**config.mk**
```make
export PLATFORM = sky130hd
export DESIGN_NAME = strb_bus_slave
export DESIGN_NICKNAME = d
export VERILOG_FILES = /design/src/rtl/strb_pkg.sv /design/src/rtl/strb_sync.sv /design/src/rtl/strb_decode.sv /design/src/rtl/strb_cycle_ctrl.sv /design/src/rtl/strb_store.sv /design/src/rtl/strb_bus_slave.sv
export SDC_FILE = /design/constraint.sdc
export NUM_CORES = 1
export LEC_CHECK = 0
export BUFFER_PORTS_ARGS = -buffer_cell sky130_fd_sc_hd__buf_2
export CELL_PAD_IN_SITES_DETAIL_PLACEMENT = 2
export CELL_PAD_IN_SITES_GLOBAL_PLACEMENT = 2
export CORE_MARGIN = 2
export CORE_UTILIZATION = 49
export CTS_CLUSTER_DIAMETER = 60
export DETAILED_ROUTE_END_ITERATION = 12
export PLACE_DENSITY_LB_ADDON = 0.1
export SLEW_MARGIN = 20
export SYNTH_ARGS = -nofsm -noshare
export SYNTH_HDL_FRONTEND = slang
export SYNTH_SLANG_ARGS = --single-unit
```
**constraint.sdc**
```tcl
create_clock -name clk_i -period 7.3 [get_ports clk_i]
set_input_delay 1.825 -clock clk_i [delete_from_list [all_inputs] [get_ports clk_i]]
set_output_delay 1.825 -clock clk_i [all_outputs]
set_load 0.02 [all_outputs]
```
**src/rtl/strb_pkg.sv**
```systemverilog
package strb_pkg;
  typedef enum logic [1:0] {
    ST_IDLE = 2'd0,
    ST_WAIT = 2'd1,
    ST_ACK  = 2'd2
  } cyc_state_e;
endpackage

```
**src/rtl/strb_sync.sv**
```systemverilog
module strb_sync #(
  parameter int unsigned WIDTH   = 1,
  parameter int unsigned STAGES  = 2,
  parameter logic        RST_VAL = 1'b1
) (
  input  logic             clk_i,
  input  logic             rst_ni,
  input  logic [WIDTH-1:0] d_i,
  output logic [WIDTH-1:0] q_o
);
  logic [STAGES-1:0][WIDTH-1:0] stg_q;

  if (STAGES == 1) begin : g_single
    always_ff @(posedge clk_i or negedge rst_ni) begin
      if (!rst_ni) stg_q <= {STAGES{{WIDTH{RST_VAL}}}};
      else         stg_q <= d_i;
    end
  end else begin : g_chain
    always_ff @(posedge clk_i or negedge rst_ni) begin
      if (!rst_ni) stg_q <= {STAGES{{WIDTH{RST_VAL}}}};
      else         stg_q <= {stg_q[STAGES-2:0], d_i};
    end
  end

  assign q_o = stg_q[STAGES-1];
endmodule

```
**src/rtl/strb_decode.sv**
```systemverilog
module strb_decode #(
  parameter int unsigned       ADDR_W    = 24,
  parameter int unsigned       IDX_W     = 4,
  parameter int unsigned       LANE_W    = 1,
  parameter logic [ADDR_W-1:0] BASE_ADDR = '0
) (
  input  logic [ADDR_W-1:0] addr_i,
  output logic              hit_o,
  output logic [IDX_W-1:0]  idx_o
);
  localparam int unsigned OFS_W = IDX_W + LANE_W;

  logic unused_lane_bits;
  assign unused_lane_bits = ^addr_i[LANE_W-1:0];

  assign hit_o = (addr_i[ADDR_W-1:OFS_W] == BASE_ADDR[ADDR_W-1:OFS_W]);
  assign idx_o = addr_i[OFS_W-1:LANE_W];
endmodule

```
**src/rtl/strb_cycle_ctrl.sv**
```systemverilog
module strb_cycle_ctrl
  import strb_pkg::*;
#(
  parameter int unsigned WAIT_STATES = 3
) (
  input  logic       clk_i,
  input  logic       rst_ni,
  input  logic       as_act_i,
  input  logic       ds_act_i,
  input  logic       hit_i,
  output cyc_state_e state_o,
  output logic       commit_o,
  output logic       dtack_no
);
  localparam int unsigned CNT_W = $clog2(WAIT_STATES + 2);
  localparam logic [CNT_W-1:0] WAIT_LIM = CNT_W'(WAIT_STATES);

  cyc_state_e state_q, state_d;
  logic [CNT_W-1:0] cnt_q, cnt_d;

  always_comb begin
    state_d = state_q;
    cnt_d   = cnt_q;
    unique case (state_q)
      ST_IDLE: begin
        if (as_act_i && ds_act_i && hit_i) begin
          cnt_d   = CNT_W'(1);
          state_d = (WAIT_STATES == 0) ? ST_ACK : ST_WAIT;
        end
      end
      ST_WAIT: begin
        if (!as_act_i)              state_d = ST_IDLE;  // master dropped the cycle
        else if (cnt_q == WAIT_LIM) state_d = ST_ACK;
        else                        cnt_d   = cnt_q + CNT_W'(1);
      end
      ST_ACK: begin
        if (!as_act_i) state_d = ST_IDLE;
      end
      default: state_d = ST_IDLE;
    endcase
  end

  always_ff @(posedge clk_i or negedge rst_ni) begin
    if (!rst_ni) begin
      state_q <= ST_IDLE;
      cnt_q   <= '0;
    end else begin
      state_q <= state_d;
      cnt_q   <= cnt_d;
    end
  end

  assign state_o  = state_q;
  assign commit_o = (state_d == ST_ACK) && (state_q != ST_ACK);
  assign dtack_no = (state_q != ST_ACK);
endmodule

```
**src/rtl/strb_store.sv**
```systemverilog
module strb_store #(
  parameter int unsigned WORDS = 16,
  parameter int unsigned LANES = 2,
  parameter int unsigned IDX_W = 4
) (
  input  logic               clk_i,
  input  logic               rst_ni,
  input  logic [LANES-1:0]   lane_we_i,
  input  logic [IDX_W-1:0]   idx_i,
  input  logic [LANES*8-1:0] wdata_i,
  output logic [LANES*8-1:0] rdata_o
);
  for (genvar l = 0; l < LANES; l++) begin : g_lane
    logic [7:0] lane_mem [WORDS];

    always_ff @(posedge clk_i or negedge rst_ni) begin
      if (!rst_ni) begin
        for (int w = 0; w < WORDS; w++) lane_mem[w] <= '0;
      end else if (lane_we_i[l]) begin
        lane_mem[idx_i] <= wdata_i[l*8 +: 8];
      end
    end

    assign rdata_o[l*8 +: 8] = lane_mem[idx_i];
  end
endmodule

```
**src/rtl/strb_bus_slave.sv**
```systemverilog
module strb_bus_slave
  import strb_pkg::*;
#(
  parameter int unsigned       ADDR_W      = 24,
  parameter int unsigned       DATA_W      = 16,
  parameter int unsigned       WORDS       = 16,
  parameter int unsigned       WAIT_STATES = 3,
  parameter int unsigned       SYNC_STAGES = 2,
  parameter logic [ADDR_W-1:0] BASE_ADDR   = 24'h01_0000
) (
  input  logic              clk_i,
  input  logic              rst_ni,
  input  logic              as_ni,
  input  logic              rw_i,
  input  logic              uds_ni,
  input  logic              lds_ni,
  input  logic [ADDR_W-1:0] addr_i,
  input  logic [DATA_W-1:0] data_i,
  output logic [DATA_W-1:0] data_o,
  output logic              data_oe_o,
  output logic              dtack_no
);
  localparam int unsigned LANES  = DATA_W / 8;
  localparam int unsigned LANE_W = $clog2(LANES);
  localparam int unsigned IDX_W  = $clog2(WORDS);

  logic as_n_s, rw_s, uds_n_s, lds_n_s;
  logic hit, commit;
  logic [IDX_W-1:0]  idx;
  logic [LANES-1:0]  lane_we;
  logic [DATA_W-1:0] rdata;
  cyc_state_e        state;

  strb_sync #(.WIDTH(4), .STAGES(SYNC_STAGES), .RST_VAL(1'b1)) u_sync (
    .clk_i (clk_i),
    .rst_ni(rst_ni),
    .d_i   ({as_ni, rw_i, uds_ni, lds_ni}),
    .q_o   ({as_n_s, rw_s, uds_n_s, lds_n_s})
  );

  strb_decode #(
    .ADDR_W(ADDR_W), .IDX_W(IDX_W), .LANE_W(LANE_W), .BASE_ADDR(BASE_ADDR)
  ) u_dec (
    .addr_i(addr_i),
    .hit_o (hit),
    .idx_o (idx)
  );

  strb_cycle_ctrl #(.WAIT_STATES(WAIT_STATES)) u_ctrl (
    .clk_i   (clk_i),
    .rst_ni  (rst_ni),
    .as_act_i(!as_n_s),
    .ds_act_i(!uds_n_s || !lds_n_s),
    .hit_i   (hit),
    .state_o (state),
    .commit_o(commit),
    .dtack_no(dtack_no)
  );

  // lane 1 = upper byte, lane 0 = lower byte
  assign lane_we = {commit && !rw_s && !uds_n_s, commit && !rw_s && !lds_n_s};

  strb_store #(.WORDS(WORDS), .LANES(LANES), .IDX_W(IDX_W)) u_store (
    .clk_i    (clk_i),
    .rst_ni   (rst_ni),
    .lane_we_i(lane_we),
    .idx_i    (idx),
    .wdata_i  (data_i),
    .rdata_o  (rdata)
  );

  assign data_oe_o = (state != ST_IDLE) && rw_s && !as_n_s;
  assign data_o    = data_oe_o ? rdata : '0;
endmodule

```
==> metrics.md <==
| Metric | Value |
|---|---|
| Outcome | `finished, final reports clean` |
| Drt via density | `5.99` |
| Yosys reg bits | `269` |
| Synth Area in Simple Gates | `4.99%` |
| Die height | `162 um` |
| Crit Path Category | `in -> out` |
| Post-synthesis xor/xnor area fraction | `0%` |
| Synth-to-Final Area Change | `13.8%` |
| Largest net degree at the start of global routing | `140` |
| DR vias | `7,152` |
| Final Skew | `0.0152 ns` |
| Initial antenna violation count | `2` |
| Worst r2r src | `u_ctrl.cnt_q[0]` |
| Full die area | `26,300 sq um` |
| CORE AREA | `24,400 sq um` |
| Initial drt markers | `388` |
| Share of cells above drive strength 1 | `54.0%` |
| Chip width | `162 um` |
| Total GRT Usage | `27.9%` |
| Mux contribution to synthesized area | `36.6%` |
| Unique masters post-synth | `41` |
| Synth Area in Compound Gates | `1.44%` |
| Grt ovf | `0` |
| CP Cell Sequence | `buf_4, buf_4, mux4_2, nor2_1, o32ai_1, buf_2` |
| Slew at the pin closest to its max-slew limit | `1.11 ns` |
| CTS Buf Count | `30` |
| Initial Utilization | `50.2%` |
| Final setup TNS | `0 ns` |
| Post-synth top area share | `53.4%` |
| Setup Fix Bufs, Post-CTS | `0` |
| CTS Hold Buffers Added | `0` |
| DRC | `0` |
| Clk root buf | `clkbuf_16` |
| RD Place Congestion | `0.740` |
| TritonRoute pass-1 iters | `4` |
| Worst VDD drop | `179 uV` |
| CTS tree | `done` |
| Number of global-route vias before repair | `8,690` |
| CTS Sinks | `269` |
| CP Capture Point | `data_o[15]` |
| Tmin final | `6.03 ns` |
| WL final | `34,800 um` |
| Synthesized area per cell | `15.5 sq um` |
| End of the worst register-to-register path | `u_store.g_lane[0].lane_mem[0]` |
| First-pass GRT wire length | `54,700 um` |
| Post-synth top area cell | `dfrtp_1` |
| Max Clk Rate | `166 MHz` |
| Area contributors post-synth | `dfrtp_1 53%, mux2_2 24%, mux4_2 11%` |
| Clk pin slew, worst setup/hold paths | `0.06 ns` |
| CTS max path bufs | `3` |
| Max Slew Vio Count | `0` |
| Lkg Pwr | `6.79 nW` |
| Crit-path max FO | `38` |
| Adder-Cell Fraction of Synth Area | `0.204%` |
| Filler instances | `2,121` |
| Final worst path period share | `82.6%` |
| Critical path's most frequent cell | `buf_4` |
| Worst EP arrival | `4.21 ns` |
| Post-route ant nets | `0` |
| Hold Crit Class | `reg -> reg` |
| Synth Instances | `790` |
| Drt wl/cell | `29.2 um` |
| Finish-stage setup viols | `0` |
| Slowest CP cell | `o32ai_1` |
| Unrepaired setup endpoints after global routing | `false` |
| Slew margin rel. | `26.0%` |
| Post-Synthesis Cell Area | `12,200 sq um` |
| Clock Latency Late Sink | `0.55 ns` |
| Sequential cell area fraction in the yosys report | `55.1%` |
| Req. time, crit path | `5.48 ns` |
| Post-DP HPWL | `21,000 um` |
| Final Hold Fails | `0` |
| IO Pins | `64` |
| Crit-path max cell delay | `0.66 ns` |
| Worst-case reg-to-reg path depth | `5` |
| Synth warnings | `0` |
| Critical path startpoint | `addr_i[1]` |
| H-tree depth | `1` |
| Final setup margin | `1.27 ns` |
| Port bufs | `62` |
| CP Launch Type | `primary input` |
| CTS resizes | `0` |
| PwrDens | `235 nW/um^2` |
| Largest family of logic cells by synthesized area | `multiplexers` |
| Nets | `893` |
| Max_cap viols | `0` |
| Rows | `57` |
| Syn nets | `838` |
| Setup crit end kind | `output pin` |
| DP Worst Slack | `1.45 ns` |
| Internal reg-to-reg setup slack | `4.46 ns` |
worst min path at each step:
| stage | slack, ns | cells past startpoint | to | startpoint |
|---|---|---|---|---|
| 6_report | 0.36 | 0 | u_sync.q_o[0] | u_sync.stg_q[0] |
| 5_1_grt | 0.37 | 0 | u_sync.q_o[0] | u_sync.stg_q[0] |
| 4_1_cts | 0.36 | 0 | u_sync.q_o[0] | u_sync.stg_q[0] |
| 3_5_place_dp | 0.35 | 0 | u_sync.q_o[0] | u_sync.stg_q[0] |
| 3_3_place_gp | 0.35 | 0 | u_sync.q_o[3] | u_sync.stg_q[3] |
| 2_1_floorplan | 0.35 | 0 | u_sync.q_o[0] | u_sync.stg_q[0] |
critical path: cells and delay by family:
kind	cells	cell delay [ns]
buffers and inverters	3	1.29
and+or+nand+nor	1	0.05
AOI/OAI and AO/OA	1	0.66
muxes	1	0.29
sequential cells by signal, summed over array words and instances, names as in the netlist:
signal                   flops
u_sync.stg_q                 4
u_store.g_lane.lane_mem    256
u_ctrl.state_o               2
u_sync.q_o                   4
u_ctrl.cnt_q                 3
placed cells by master (no fill, tap or decap), types with 4 or more instances in the layout:
| master | Yosys | layout |
|---|---|---|
| buf_2 | 11 | 59 |
| buf_4 | 0 | 8 |
| bufinv_16 | 0 | 4 |
| clkbuf_1 | 31 | 8 |
| clkbuf_16 | 0 | 31 |
| clkbuf_8 | 0 | 7 |
| clkinv_2 | 0 | 6 |
| dfrtp_1 | 261 | 261 |
| dfstp_2 | 8 | 8 |
| mux2_2 | 256 | 256 |
| mux2i_1 | 18 | 18 |
| mux4_2 | 62 | 62 |
| nand2_1 | 22 | 22 |
| nand2_2 | 14 | 14 |
| nor2_1 | 37 | 37 |
| nor2b_1 | 4 | 4 |
| nor3_1 | 4 | 4 |
| nor4_1 | 4 | 4 |
| o32ai_1 | 15 | 15 |
metal layers:
layer / vias to the layer above / wire length (um) / track usage [%]
met5: - / 11 / 0
met4: 2 / 1180 / 9.01
met3: 58 / 903 / 3.63
met2: 124 / 19100 / 51.5
met1: 3898 / 13700 / 33.8
li1: 3070 / - / -
through the flow:
| stage | hold WS, ns | util, % | instance area [sq um] | instances | power [mW] |
|---|---|---|---|---|---|
| 6_report | 0.357 | 57.1 | 13900 | 1194 | 3.27 |
| 5_1_grt | 0.366 | 57.1 | 13900 | 1193 | 3.38 |
| 4_1_cts | 0.358 | 57.0 | 13900 | 1192 | 3.31 |
| 3_3_place_gp | 0.347 | 52.7 | 12800 | 1136 | 1.69 |
| 2_1_floorplan | 0.345 | - | 12200 | 790 | 1.62 |
| 3_5_place_dp | 0.350 | 52.7 | 12800 | 1136 | 1.70 |
cells in the mapped netlist:
master	n
nand2_1	22
buf_1	4
nor4b_1	1
nand2b_1	2
dfrtp_1	261
mux2_1	2
o32ai_1	15
nor2_1	37
nor3b_1	1
clkbuf_1	31
dfstp_2	8
clkbuf_2	1
or2_2	1
or4b_1	2
nand4_1	1
nor4bb_1	1
nand3_2	3
o311ai_0	1
nor3_1	4
mux2_2	256
ha_1	2
nor2b_1	4
mux4_2	62
nor3b_4	1
nand3_1	2
nor4_4	2
inv_1	2
or3_1	1
mux2i_1	18
a21oi_1	2
nor4_1	4
and2_1	1
nand4b_1	1
nand3b_1	1
buf_2	11
a2bb2oi_1	1
inv_2	1
o21ai_0	1
o22ai_1	2
nand2_2	14
nor3_2	3
area by class of cell:
| class | instances | area (sq um) | share of cell area [%] |
|---|---|---|---|
| Sequential cell | 269 | 6740 | 48.4 |
| Tap cell | 324 | 405 | 2.91 |
| Clock buffer | 46 | 902 | 6.48 |
| Antenna cell | 1 | 2.50 | 0.0180 |
| Timing Repair Buffer | 70 | 418 | 3.00 |
| Clock inverter | 10 | 150 | 1.08 |
| Multi-Input combinational cell | 471 | 5290 | 38.0 |
| Inverter | 3 | 11.3 | 0.0809 |
report_power, final:
group          internal [mW]  switching, mW
registers               1.51         0.0112
logic                 0.0528          0.104
clock network          0.986          0.605
logic make-up (layout without fill, tap and decap cells):
group | after synthesis | in the layout
flip-flops | 269 | 269
adder cells (fa/ha/maj) | 2 | 2
other | 0 | 1
multiplexers | 338 | 338
AO/OA/AOI/OAI | 22 | 22
buffers and inverters | 50 | 129
AND/OR/NAND/NOR | 109 | 109
No activity file was read; power rests on OpenSTA's default activity.
